[config.mk]
export PLATFORM = sky130hd
export DESIGN_NAME = serial_brk_rx
export DESIGN_NICKNAME = d
export VERILOG_FILES = /design/src/rtl/brx_pkg.sv /design/src/rtl/brx_sync.sv /design/src/rtl/brx_tick.sv /design/src/rtl/brx_fsm.sv /design/src/rtl/serial_brk_rx.sv
export SDC_FILE = /design/constraint.sdc
export NUM_CORES = 1
export LEC_CHECK = 0
export ABC_AREA = 1
export ABC_CLOCK_PERIOD_IN_PS = 1800
export BUFFER_PORTS_ARGS = -buffer_cell sky130_fd_sc_hd__buf_4
export CAP_MARGIN = 10
export CORE_UTILIZATION = 50
export DETAILED_ROUTE_END_ITERATION = 12
export PLACE_DENSITY = 0.76
export RECOVER_POWER = 50
export SKIP_CTS_REPAIR_TIMING = 1
export SYNTH_ARGS = -nofsm -noshare
export SYNTH_HDL_FRONTEND = slang
export SYNTH_SLANG_ARGS = --single-unit
export TNS_END_PERCENT = 30
[constraint.sdc]
create_clock -name clk_i -period 1.8 [get_ports clk_i]
set_clock_uncertainty 0.05 [all_clocks]
set_input_delay 0.09 -clock clk_i [delete_from_list [all_inputs] [get_ports clk_i]]
set_output_delay 0.09 -clock clk_i [all_outputs]
set_load 0.02 [all_outputs]
[src/rtl/brx_pkg.sv]
package brx_pkg;
  localparam int BRX_DATA_W = 8;
  localparam int BRX_STOP_N = 2;

  typedef enum logic [2:0] {
    ST_IDLE,
    ST_START,
    ST_DATA,
    ST_STOP,
    ST_HOLD,
    ST_BREAK,
    ST_WAIT
  } brx_state_e;
endpackage

[src/rtl/brx_sync.sv]
module brx_sync #(
  parameter int STAGES = 2
) (
  input  logic clk_i,
  input  logic rst_ni,
  input  logic rxd_i,
  output logic rx_o,
  output logic rx_prev_o
);
  // [STAGES-1] is the synchronized bit, [STAGES] its one-clock-old copy.
  // Reset low so a line that is already high gives no falling edge.
  logic [STAGES:0] pipe_q;

  always_ff @(posedge clk_i or negedge rst_ni) begin
    if (!rst_ni) pipe_q <= '0;
    else         pipe_q <= {pipe_q[STAGES-1:0], rxd_i};
  end

  assign rx_o      = pipe_q[STAGES-1];
  assign rx_prev_o = pipe_q[STAGES];
endmodule

[src/rtl/brx_tick.sv]
module brx_tick #(
  parameter int DIV = 12
) (
  input  logic clk_i,
  input  logic rst_ni,
  input  logic clr_i,
  output logic tick_o
);
  localparam int CW = (DIV > 1) ? $clog2(DIV) : 1;
  localparam logic [CW-1:0] LAST = CW'(DIV - 1);

  logic [CW-1:0] cnt_q;

  always_ff @(posedge clk_i or negedge rst_ni) begin
    if (!rst_ni)              cnt_q <= '0;
    else if (clr_i || tick_o) cnt_q <= '0;
    else                      cnt_q <= cnt_q + 1'b1;
  end

  assign tick_o = (cnt_q == LAST);
endmodule

[src/rtl/brx_fsm.sv]
module brx_fsm
  import brx_pkg::*;
#(
  parameter int OVS      = 16,
  parameter int BRK_BITS = 12
) (
  input  logic                  clk_i,
  input  logic                  rst_ni,
  input  logic                  rx_i,
  input  logic                  rx_prev_i,
  input  logic                  tick_i,
  output logic                  tick_clr_o,
  output logic [BRX_DATA_W-1:0] data_o,
  output logic                  valid_o,
  output logic                  frame_err_o,
  output logic                  brk_start_o,
  output logic                  brk_end_o
);
  localparam int OS_W      = $clog2(OVS);
  localparam int HALF      = OVS / 2;
  localparam int BRK_TICKS = BRK_BITS * OVS;
  localparam int BC_W      = $clog2(BRK_TICKS + 1);
  localparam int BIT_W     = $clog2(BRX_DATA_W);

  brx_state_e            state_q;
  logic [OS_W-1:0]       os_q;
  logic [BIT_W-1:0]      bit_q;
  logic [BC_W-1:0]       brk_q;
  logic                  all_low_q;
  logic [BRX_DATA_W-1:0] sh_q;
  logic                  fall;

  assign fall       = rx_prev_i && !rx_i;
  assign tick_clr_o = (state_q == ST_IDLE) && fall;

  always_ff @(posedge clk_i or negedge rst_ni) begin
    if (!rst_ni) begin
      state_q     <= ST_IDLE;
      os_q        <= '0;
      bit_q       <= '0;
      brk_q       <= '0;
      all_low_q   <= 1'b0;
      sh_q        <= '0;
      data_o      <= '0;
      valid_o     <= 1'b0;
      frame_err_o <= 1'b0;
      brk_start_o <= 1'b0;
      brk_end_o   <= 1'b0;
    end else begin
      valid_o     <= 1'b0;
      frame_err_o <= 1'b0;
      brk_start_o <= 1'b0;
      brk_end_o   <= 1'b0;
      // ticks since start edge, saturating
      if (tick_i && brk_q != BC_W'(BRK_TICKS)) brk_q <= brk_q + 1'b1;
      if (rx_i) all_low_q <= 1'b0;

      unique case (state_q)
        ST_IDLE: if (fall) begin
          state_q   <= ST_START;
          os_q      <= '0;
          brk_q     <= '0;
          all_low_q <= 1'b1;
        end
        ST_START: if (tick_i) begin
          if (os_q == OS_W'(HALF - 1)) begin
            os_q  <= '0;
            bit_q <= '0;
            state_q <= rx_i ? ST_IDLE : ST_DATA;
          end else os_q <= os_q + 1'b1;
        end
        ST_DATA: if (tick_i) begin
          if (os_q == OS_W'(OVS - 1)) begin
            os_q <= '0;
            sh_q <= {rx_i, sh_q[BRX_DATA_W-1:1]};
            if (bit_q == BIT_W'(BRX_DATA_W - 1)) begin
              bit_q   <= '0;
              state_q <= ST_STOP;
            end else bit_q <= bit_q + 1'b1;
          end else os_q <= os_q + 1'b1;
        end
        ST_STOP: if (tick_i) begin
          if (os_q == OS_W'(OVS - 1)) begin
            os_q <= '0;
            if (!rx_i) begin
              if (all_low_q) state_q <= ST_HOLD;
              else begin
                frame_err_o <= 1'b1;
                state_q     <= ST_WAIT;
              end
            end else if (bit_q == BIT_W'(BRX_STOP_N - 1)) begin
              data_o  <= sh_q;
              valid_o <= 1'b1;
              state_q <= ST_IDLE;
            end else bit_q <= bit_q + 1'b1;
          end else os_q <= os_q + 1'b1;
        end
        // zero char with low stop: break or plain framing error, decided here
        ST_HOLD: begin
          if (rx_i) begin
            frame_err_o <= 1'b1;
            state_q     <= ST_IDLE;
          end else if (brk_q == BC_W'(BRK_TICKS)) begin
            brk_start_o <= 1'b1;
            state_q     <= ST_BREAK;
          end
        end
        ST_BREAK: if (rx_i) begin
          brk_end_o <= 1'b1;
          state_q   <= ST_IDLE;
        end
        ST_WAIT: if (rx_i) state_q <= ST_IDLE;
        default: state_q <= ST_IDLE;
      endcase
    end
  end
endmodule

[src/rtl/serial_brk_rx.sv]
module serial_brk_rx
  import brx_pkg::*;
#(
  parameter int DIV         = 12,
  parameter int OVS         = 16,
  parameter int BRK_BITS    = 12,
  parameter int SYNC_STAGES = 2
) (
  input  logic                  clk_i,
  input  logic                  rst_ni,
  input  logic                  rxd_i,
  output logic [BRX_DATA_W-1:0] data_o,
  output logic                  valid_o,
  output logic                  frame_err_o,
  output logic                  brk_start_o,
  output logic                  brk_end_o
);
  logic rx, rx_prev, tick, tick_clr;

  brx_sync #(.STAGES(SYNC_STAGES)) u_sync (
    .clk_i    (clk_i),
    .rst_ni   (rst_ni),
    .rxd_i    (rxd_i),
    .rx_o     (rx),
    .rx_prev_o(rx_prev)
  );

  brx_tick #(.DIV(DIV)) u_tick (
    .clk_i (clk_i),
    .rst_ni(rst_ni),
    .clr_i (tick_clr),
    .tick_o(tick)
  );

  brx_fsm #(.OVS(OVS), .BRK_BITS(BRK_BITS)) u_fsm (
    .clk_i      (clk_i),
    .rst_ni     (rst_ni),
    .rx_i       (rx),
    .rx_prev_i  (rx_prev),
    .tick_i     (tick),
    .tick_clr_o (tick_clr),
    .data_o     (data_o),
    .valid_o    (valid_o),
    .frame_err_o(frame_err_o),
    .brk_start_o(brk_start_o),
    .brk_end_o  (brk_end_o)
  );
endmodule

==> summary by stage, run 1 <==
STA
The final total negative setup slack is 0 ps. The count of pins over their slew limit was 0. The share of the clock period used by the worst path after layout is 91.3%.

The count of final hold-check violations is 0. The slew at the pin closest to its max-slew limit is 1100 ps. The maximum clock rate is 608 MHz. The worst hold margin is 307 ps. The worst pin sits at a relative slew slack of 26.4%.

Setup violations remaining at the end of the flow were counted as 0. The slack of the critical path is 156 ps. The time the final worst path needs with I/O delays and setup is 1640 ps.

Global routing
The global-route congestion overflow total is 0. The number of global-route vias before repair is 1669. The overall fraction of global-route tracks in use is 18.1%.

The number of antenna violations at the first check in global routing came to 0. The global-route wire length before repair is 7100 um. The largest net degree at the start of global routing is 47.

Logic synthesis
The proportion of synthesized chip area in sequential cells is 49.4%. The simple-gate area share of the yosys netlist is 28.6%. The leading area contributor after synthesis is dfrtp_1. In this run the cell area of the synthesized design comes to 2330 sq um. Ranked by instance count, the synthesized netlist is headed by nand2_1 (77), dfrtp_1 (46), inv_1 (28), nor2_1 (26), nand3_1 (16).

The most common flop cell mapped by yosys is dfrtp_1. In the post-synthesis netlist, the cell with the most instances is nand2_1. Summing the areas of all compound-gate instances in the mapped netlist gives 9.71% of the synthesized area. After synthesis, the mean cell area works out to 8.30 sq um. Counting flops and latches in the post-synthesis netlist gives 46. The number of nets in the synthesized netlist is 291. After technology mapping, the gate count stands at 281. The synthesized netlist devotes 3.76% of its cell area to adder and majority cells. The combinational family with the most area after synthesis is simple AND/OR/NAND/NOR gates. The synthesized netlist devotes 1.50% of its cell area to XOR and XNOR gates. Multiplexer cells account for 0% of the synthesized area. Counting flops with an async set or reset pin after synthesis yields a share of 100%. The count of synthesis-stage warnings from yosys is 0. The count of unique library cells instantiated by Yosys is 27.

The area share of the leading cell type in the synthesized netlist is 49.4%. In this run, synthesis inferred 0 flip-flops with an integrated enable. By area the synthesized netlist is led by dfrtp_1 (49%), nand2_1 (12%), inv_1 (4.5%), nor2_1 (4.2%), ha_1 (3.8%).

Placed design
The post-DP HPWL is 2910 um. At the end of routability-driven placement, the weighted congestion stood at 0.893. The placed instances occupy a cell area of 2490 sq um. The count of input and output buffers is 14. OpenSTA, run right after detailed placement, puts the worst setup slack at 61.0 ps.

Critical path
The cell family with the largest share of critical-path delay is simple AND/OR/NAND/NOR gates. Among the stages of the critical path, the cell type that occurs most often is nand2_1. STA classifies the critical path startpoint as a flip-flop. Along the worst path, the maximum fanout reaches 4. The largest single stage delay on the critical path is 390 ps. The critical path runs through a total of 10 cells.

The number of buffers and inverters on the critical path is 1. The critical path endpoint is u_fsm.bit_q[0]. Traced cell by cell, the critical path runs through ha_1 > nand2_1 > nor2_2 > nand2_1 > nand2_1 > inv_1 > nor2_4 > nand2_2 > nand2_1 > nand2_1. The beginning of the worst register-to-register path is u_fsm.os_q[0]. On the critical path, the stage with the largest delay is an instance of dfrtp_1. The depth of the worst register-to-register path is 10. The register-to-register setup slack is 160 ps. The type of element capturing the critical path is a flip-flop.

The arrival time reported for the critical path endpoint is 1790 ps. The type of the worst setup path is reg -> reg. In this run the critical register-to-register path is captured at u_fsm.bit_q[0].

At the worst endpoint, the required time is 1950 ps. The origin of the worst setup path is u_fsm.os_q[0].

Route
Dividing the detail-routed wire length by the instance count gives 11.6 um. For this block, the initial DRC count from the detailed router was 98. The total number of vias is 1771. The number of design rule violations left after detail routing is 0. After detailed routing, the number of vias per cell comes to 4.97. The detail route stage leaves a number of antenna-violating nets equal to 0. The pre-antenna-repair detailed-routing pass consisted of 4 iterations.

The total wire length after detailed routing is 4150 um.

Layout
The net count of the finished layout is 313. The antenna diode count is 0. For this run, the share of the core covered by cells in the final layout is 59.4%. In the final layout, the multi-input gates occupy 1030 sq um. In the final layout, the share of cells above drive strength 1 is 20.1%. The area added between synthesis and finish is 12.4%. The fill cell instance count of the final layout is 402. Summing all flip-flop and latch instances after layout gives 1150 sq um. The finished layout cell area is 2620 sq um.

Die
The floorplan has 24 rows. The overall die height is 70.3 um. In this run the standard cell core region covers 4410 sq um. The floorplan die area is 4940 sq um. Once the floorplan was initialized, standard cells occupied 52.8% of the core. The number of top-level pins is 15.

In this run the horizontal extent of the chip is 70.3 um.

Run status
The run finished with clean final reports.

Min path
The path class of the tightest hold or removal check is reg -> reg.

Clock network
The clock drives 46 sinks. The number of H-tree levels is 2. No sink is reached through more buffers than the 2 on the longest clock path. TritonCTS built the clock tree. Counting the buffers created by CTS gives 5. The clock root buffer is clkbuf_8. Clock-pin slew was measured on the worst setup and hold paths at 90 ps.

The insertion delay to the later sink of the worst-skew pair is 310 ps.

Pwr
VDD sags by at most 0.779 mV. Power spread over the standard cell area amounts to 1180 nW/um^2. The standby leakage power is 1.31 nW.

Job
Max-cap violations in this run came to 0.
==> sequential cells by signal, summed over array words and instances, names as in the netlist, 3 cells and up <==
name,count
u_fsm.sh_q,8
u_fsm.data_o,8
u_sync.pipe_q,3
u_tick.cnt_q,4
u_fsm.bit_q,3
u_fsm.os_q,4
u_fsm.brk_q,8
u_fsm.state_q,3
==> metal layers <==
metal / share of wire [%] / wire length, um / global-route usage [%]
met1: 48 / 2000 / 24.5
met2: 47 / 1960 / 27.9
met3: 2.9 / 122 / 5.63
met4: 1.4 / 58 / 5.33
met5: 0 / 0 / 0
==> stage by stage <==
stage / power (W) / instances
detailed placement: 0.00242 / 345
global route: 0.00332 / 356
global placement: 0.00239 / 345
floorplan: 0.00220 / 281
CTS: 0.00307 / 353
finish: 0.00309 / 356
==> how the worst min path moves through the flow <==
| stage | startpoint | endpoint | depth (start not counted) |
|---|---|---|---|
| 6_report | u_sync.pipe_q[0] | u_sync.pipe_q[1] | 0 |
| 5_1_grt | u_sync.pipe_q[0] | u_sync.pipe_q[1] | 0 |
| 4_1_cts | rst_ni | u_fsm.brk_start_o | 1 |
| 3_5_place_dp | rst_ni | u_fsm.brk_q[4] | 1 |
| 3_3_place_gp | rst_ni | u_fsm.brk_q[4] | 1 |
| 2_1_floorplan | rst_ni | u_fsm.all_low_q | 0 |
==> logic make-up (layout without fill, tap and decap cells) <==
logic type	after synthesis	in the layout
buffers and inverters	41	64
AO/OA/AOI/OAI	38	38
adder cells (fa/ha/maj)	7	7
XOR/XNOR	4	4
AND/OR/NAND/NOR	145	145
flip-flops	46	46
==> where the power goes <==
part | total (W) | internal (W) | switching [W]
clock | 0.000652 | 0.000278 | 0.000374
sequential | 0.00136 | 0.00119 | 0.000174
combinational | 0.00107 | 0.000383 | 0.000691
==> cell usage in the layout (no fill, tap or decap) <==
cell,n
dlygate4sd3_1,2
o21ai_0,8
inv_1,28
dfrtp_1,46
nand2_2,11
nand3_2,1
clkbuf_2,1
nor2_1,24
xor2_1,4
or2_2,1
buf_12,1
a2bb2oi_1,1
clkbuf_1,3
nand3_1,16
clkinvlp_4,2
inv_6,1
buf_4,10
o21ai_1,10
ha_1,7
nand2_1,77
nor2_4,6
nand4_1,1
a21boi_0,1
clkbuf_4,1
o21ai_2,7
clkbuf_8,5
inv_2,10
o22ai_1,1
a21oi_1,9
nor3_1,2
o21bai_1,1
nand4_4,1
nor2_2,3
nand3b_1,2
==> layout make-up <==
type	instances	area share (%)
multi-input cells	194	39.4
flip-flops and latches	46	43.9
clock inverters	3	0.906
clock buffers	5	2.62
inverters	38	5.44
well taps	52	2.48
repair buffers	18	5.30
Power figures use the tool's default switching activity.
==> run 2: changes to the inputs <==
BUFFER_PORTS_ARGS = -buffer_cell sky130_fd_sc_hd__buf_2   (was -buffer_cell sky130_fd_sc_hd__buf_4)
==> run 2 against run 1 <==
First-iteration DRC count grew 42%. Highest routed layer unchanged. Utilization did not move. Critical path depth stayed put. Critical path type unchanged.
==> summary by stage, run 2 (synthesis results as in run 1) <==
Die
15 I/O pins were placed. The core region is 4410 sq um. Once the floorplan was initialized, standard cells occupied 52.8% of the core. After floorplanning, the core was divided into 24 placement rows. The floorplan step set the die height to 70.3 um. The floorplan die area is 4940 sq um. The width of the die is 70.3 um.

Critical path
STA puts the critical path data required time at 1950 ps. Along the worst path, the maximum fanout reaches 4. The depth of the worst register-to-register path is 10.

The kind of start point of the critical path is a flip-flop. The arrival time reported for the critical path endpoint is 1800 ps. The end of the worst register-to-register path is u_fsm.state_q[0].

The type of the worst setup path is reg -> reg. The beginning of the worst register-to-register path is u_fsm.os_q[0]. The register-to-register setup slack is 150 ps. STA classifies the critical path endpoint as a flip-flop.

STA
Once routing completed, OpenROAD measured the worst setup slack at 150 ps. The count of pins over their slew limit is 0. The share of the clock period used by the worst path after layout is 91.7%. The count of final hold-check violations came to 0.

The time the final worst path needs with I/O delays and setup is 1650 ps. The number of failing setup endpoints in the final timing report is 0. Measured against its own limit, the worst slew margin works out to 26.8%. The slew at the pin closest to its max-slew limit is 1100 ps. For this run, the top clock speed supported by timing is 606 MHz.

Global routing
The overall fraction of global-route tracks in use is 18.7%. The met1 track demand over resource in global routing is 24.9%. The global-route congestion overflow total is 0. The met3 usage is 3.90%. The global-route layer with the greatest usage is met2. The number of global-route vias before repair is 1672. The largest net degree at the start of global routing is 47. The number of antenna violations at the first check in global routing is 0. The global-route wire length before repair is 7330 um. For this run, global-route usage on met2 was measured as 30.2%.

Job
The count of max-cap constraint violations is 0.

Layout
Excluding fillers, the count of instances in the completed layout stands at 357. The antenna diode count is 0. The ratio of cells with drive above 1 in the final layout is 20.3%. Leaving out fill and tap cells, the most frequent cells in the layout are nand2_1 (77), dfrtp_1 (46), inv_1 (28).

Fill cells in the final layout number 411. Leaving out fill and tap cells, the most frequent cell in the layout is nand2_1. Relative to the synthesized area, the layout overhead comes to 12.4%. The largest registers in the layout are u_fsm.brk_q (8), u_fsm.data_o (8), u_fsm.sh_q (8). The share of the core filled with cells in the final layout is 59.4%.

The net count reported at finish is 314.

Route
In the routed design, unresolved DRC markers number 0. The count of routing violations after the opening detailed-route iteration is 139. The final route contains 1807 vias.

After detailed routing, the number of vias per cell comes to 5.06. The first TritonRoute pass finished after 4 iterations. The total wire length after detailed routing is 4240 um. The post-route antenna net violation count is 0. After detailed routing, the average wire length per cell comes to 11.9 um.

Min path
The path with the worst hold slack has its endpoint at u_sync.pipe_q[1]. The worst hold path passes through 0 cells. The startpoint identified for the worst hold timing path is u_sync.pipe_q[0]. The class of the tightest hold or removal check is reg -> reg.

Placed design
The post-DP HPWL is 3000 um. Once placement completed, the tool counted placed cells totaling 346. The count of buffers added on input and output ports is 14. The worst setup slack before clock tree synthesis is -8.86 ps. The routability congestion estimate is 0.842.

Clock network
The maximum clock insertion buffer count is 2. The clock transition time at the flip-flop clock pins of the worst setup and hold paths is 90 ps. The H-tree was split into 2 levels. The number of clock buffers inserted by TritonCTS is 5. The clock tree from TritonCTS is built. The clock root buffer is clkbuf_8. The clock reaches the later pin of the worst-skew pair after 300 ps. For this design, the sink count on the clock tree is 46.

Pwr
The largest voltage drop on the vdd net is 0.751 mV. The total power density per cell area is 1230 nW/um^2. Summed over all cells, the static leakage comes to 1.33 nW.

Run status
The flow ran to the end, and the final reports show no timing, DRC or antenna violations.
==> run 2: changes by cell type in the layout (fill, tap and decap cells not counted), sizes merged <==
| cell | delta |
|---|---|
| clkbuf | -1 |
| buf | +2 |
| bufinv | +1 |
| clkinvlp | -2 |
| clkinv | +1 |
==> run 2: how the worst max path moves through the flow <==
stage	start	endpoint	cells past startpoint
3_5_place_dp	u_tick.cnt_q[0]	u_fsm.data_o[4]	8
6_report	u_fsm.os_q[0]	u_fsm.state_q[0]	10
2_1_floorplan	u_tick.cnt_q[0]	u_fsm.data_o[5]	9
5_1_grt	u_fsm.os_q[0]	u_fsm.bit_q[1]	10
3_3_place_gp	u_tick.cnt_q[0]	u_fsm.data_o[2]	8
4_1_cts	u_tick.cnt_q[0]	u_fsm.data_o[4]	8
==> run 2: layout make-up <==
class / instances / area, sq um / area share (%)
inverter: 38 / 143 / 5.44
multi-input combinational: 194 / 1030 / 39.4
sequential: 46 / 1150 / 43.9
clock buffer: 5 / 68.8 / 2.62
timing repair buffer: 19 / 119 / 4.53
clock inverter: 3 / 43.8 / 1.67
tap: 52 / 65.1 / 2.48
==> run 2: worst max-delay path, stage by stage, from the launching register on <==
cell and delay, ps:
dfrtp_1 400, ha_1 200, nand2_1 90, nor2_2 130, nand2_1 130, nand2_1 100, nand2_2 90, nor2_4 160
nand2_1 80, nand2_1 60, nand2_1 50
==> run 2: power breakdown <==
group | leakage [nW] | internal [W] | switching [W] | total, W
Clock | 0.0585 | 0.000417 | 0.000374 | 0.000790
Combinational | 0.654 | 0.000384 | 0.000704 | 0.00109
Sequential | 0.622 | 0.00119 | 0.000169 | 0.00135
Total | 1.33 | 0.00199 | 0.00125 | 0.00323
==> run 2: per-stage QoR <==
step / power (W) / hold slack, ps / setup TNS [ps] / area, sq um
after floorplan: 0.00220 / -256 / 0 / 2330
after global placement: 0.00240 / 38.2 / 0 / 2470
after CTS: 0.00322 / -290 / -13.3 / 2590
after global routing: 0.00345 / 327 / -31.9 / 2620
after detailed placement: 0.00242 / 39.7 / -8.86 / 2470
final: 0.00323 / 303 / 0 / 2620
==> run 2: routing by layer <==
layer	part of all wire (%)	wire [um]
met1	47	1980
met2	48	2040
met3	4.3	184
met4	0.73	31
met5	0	0
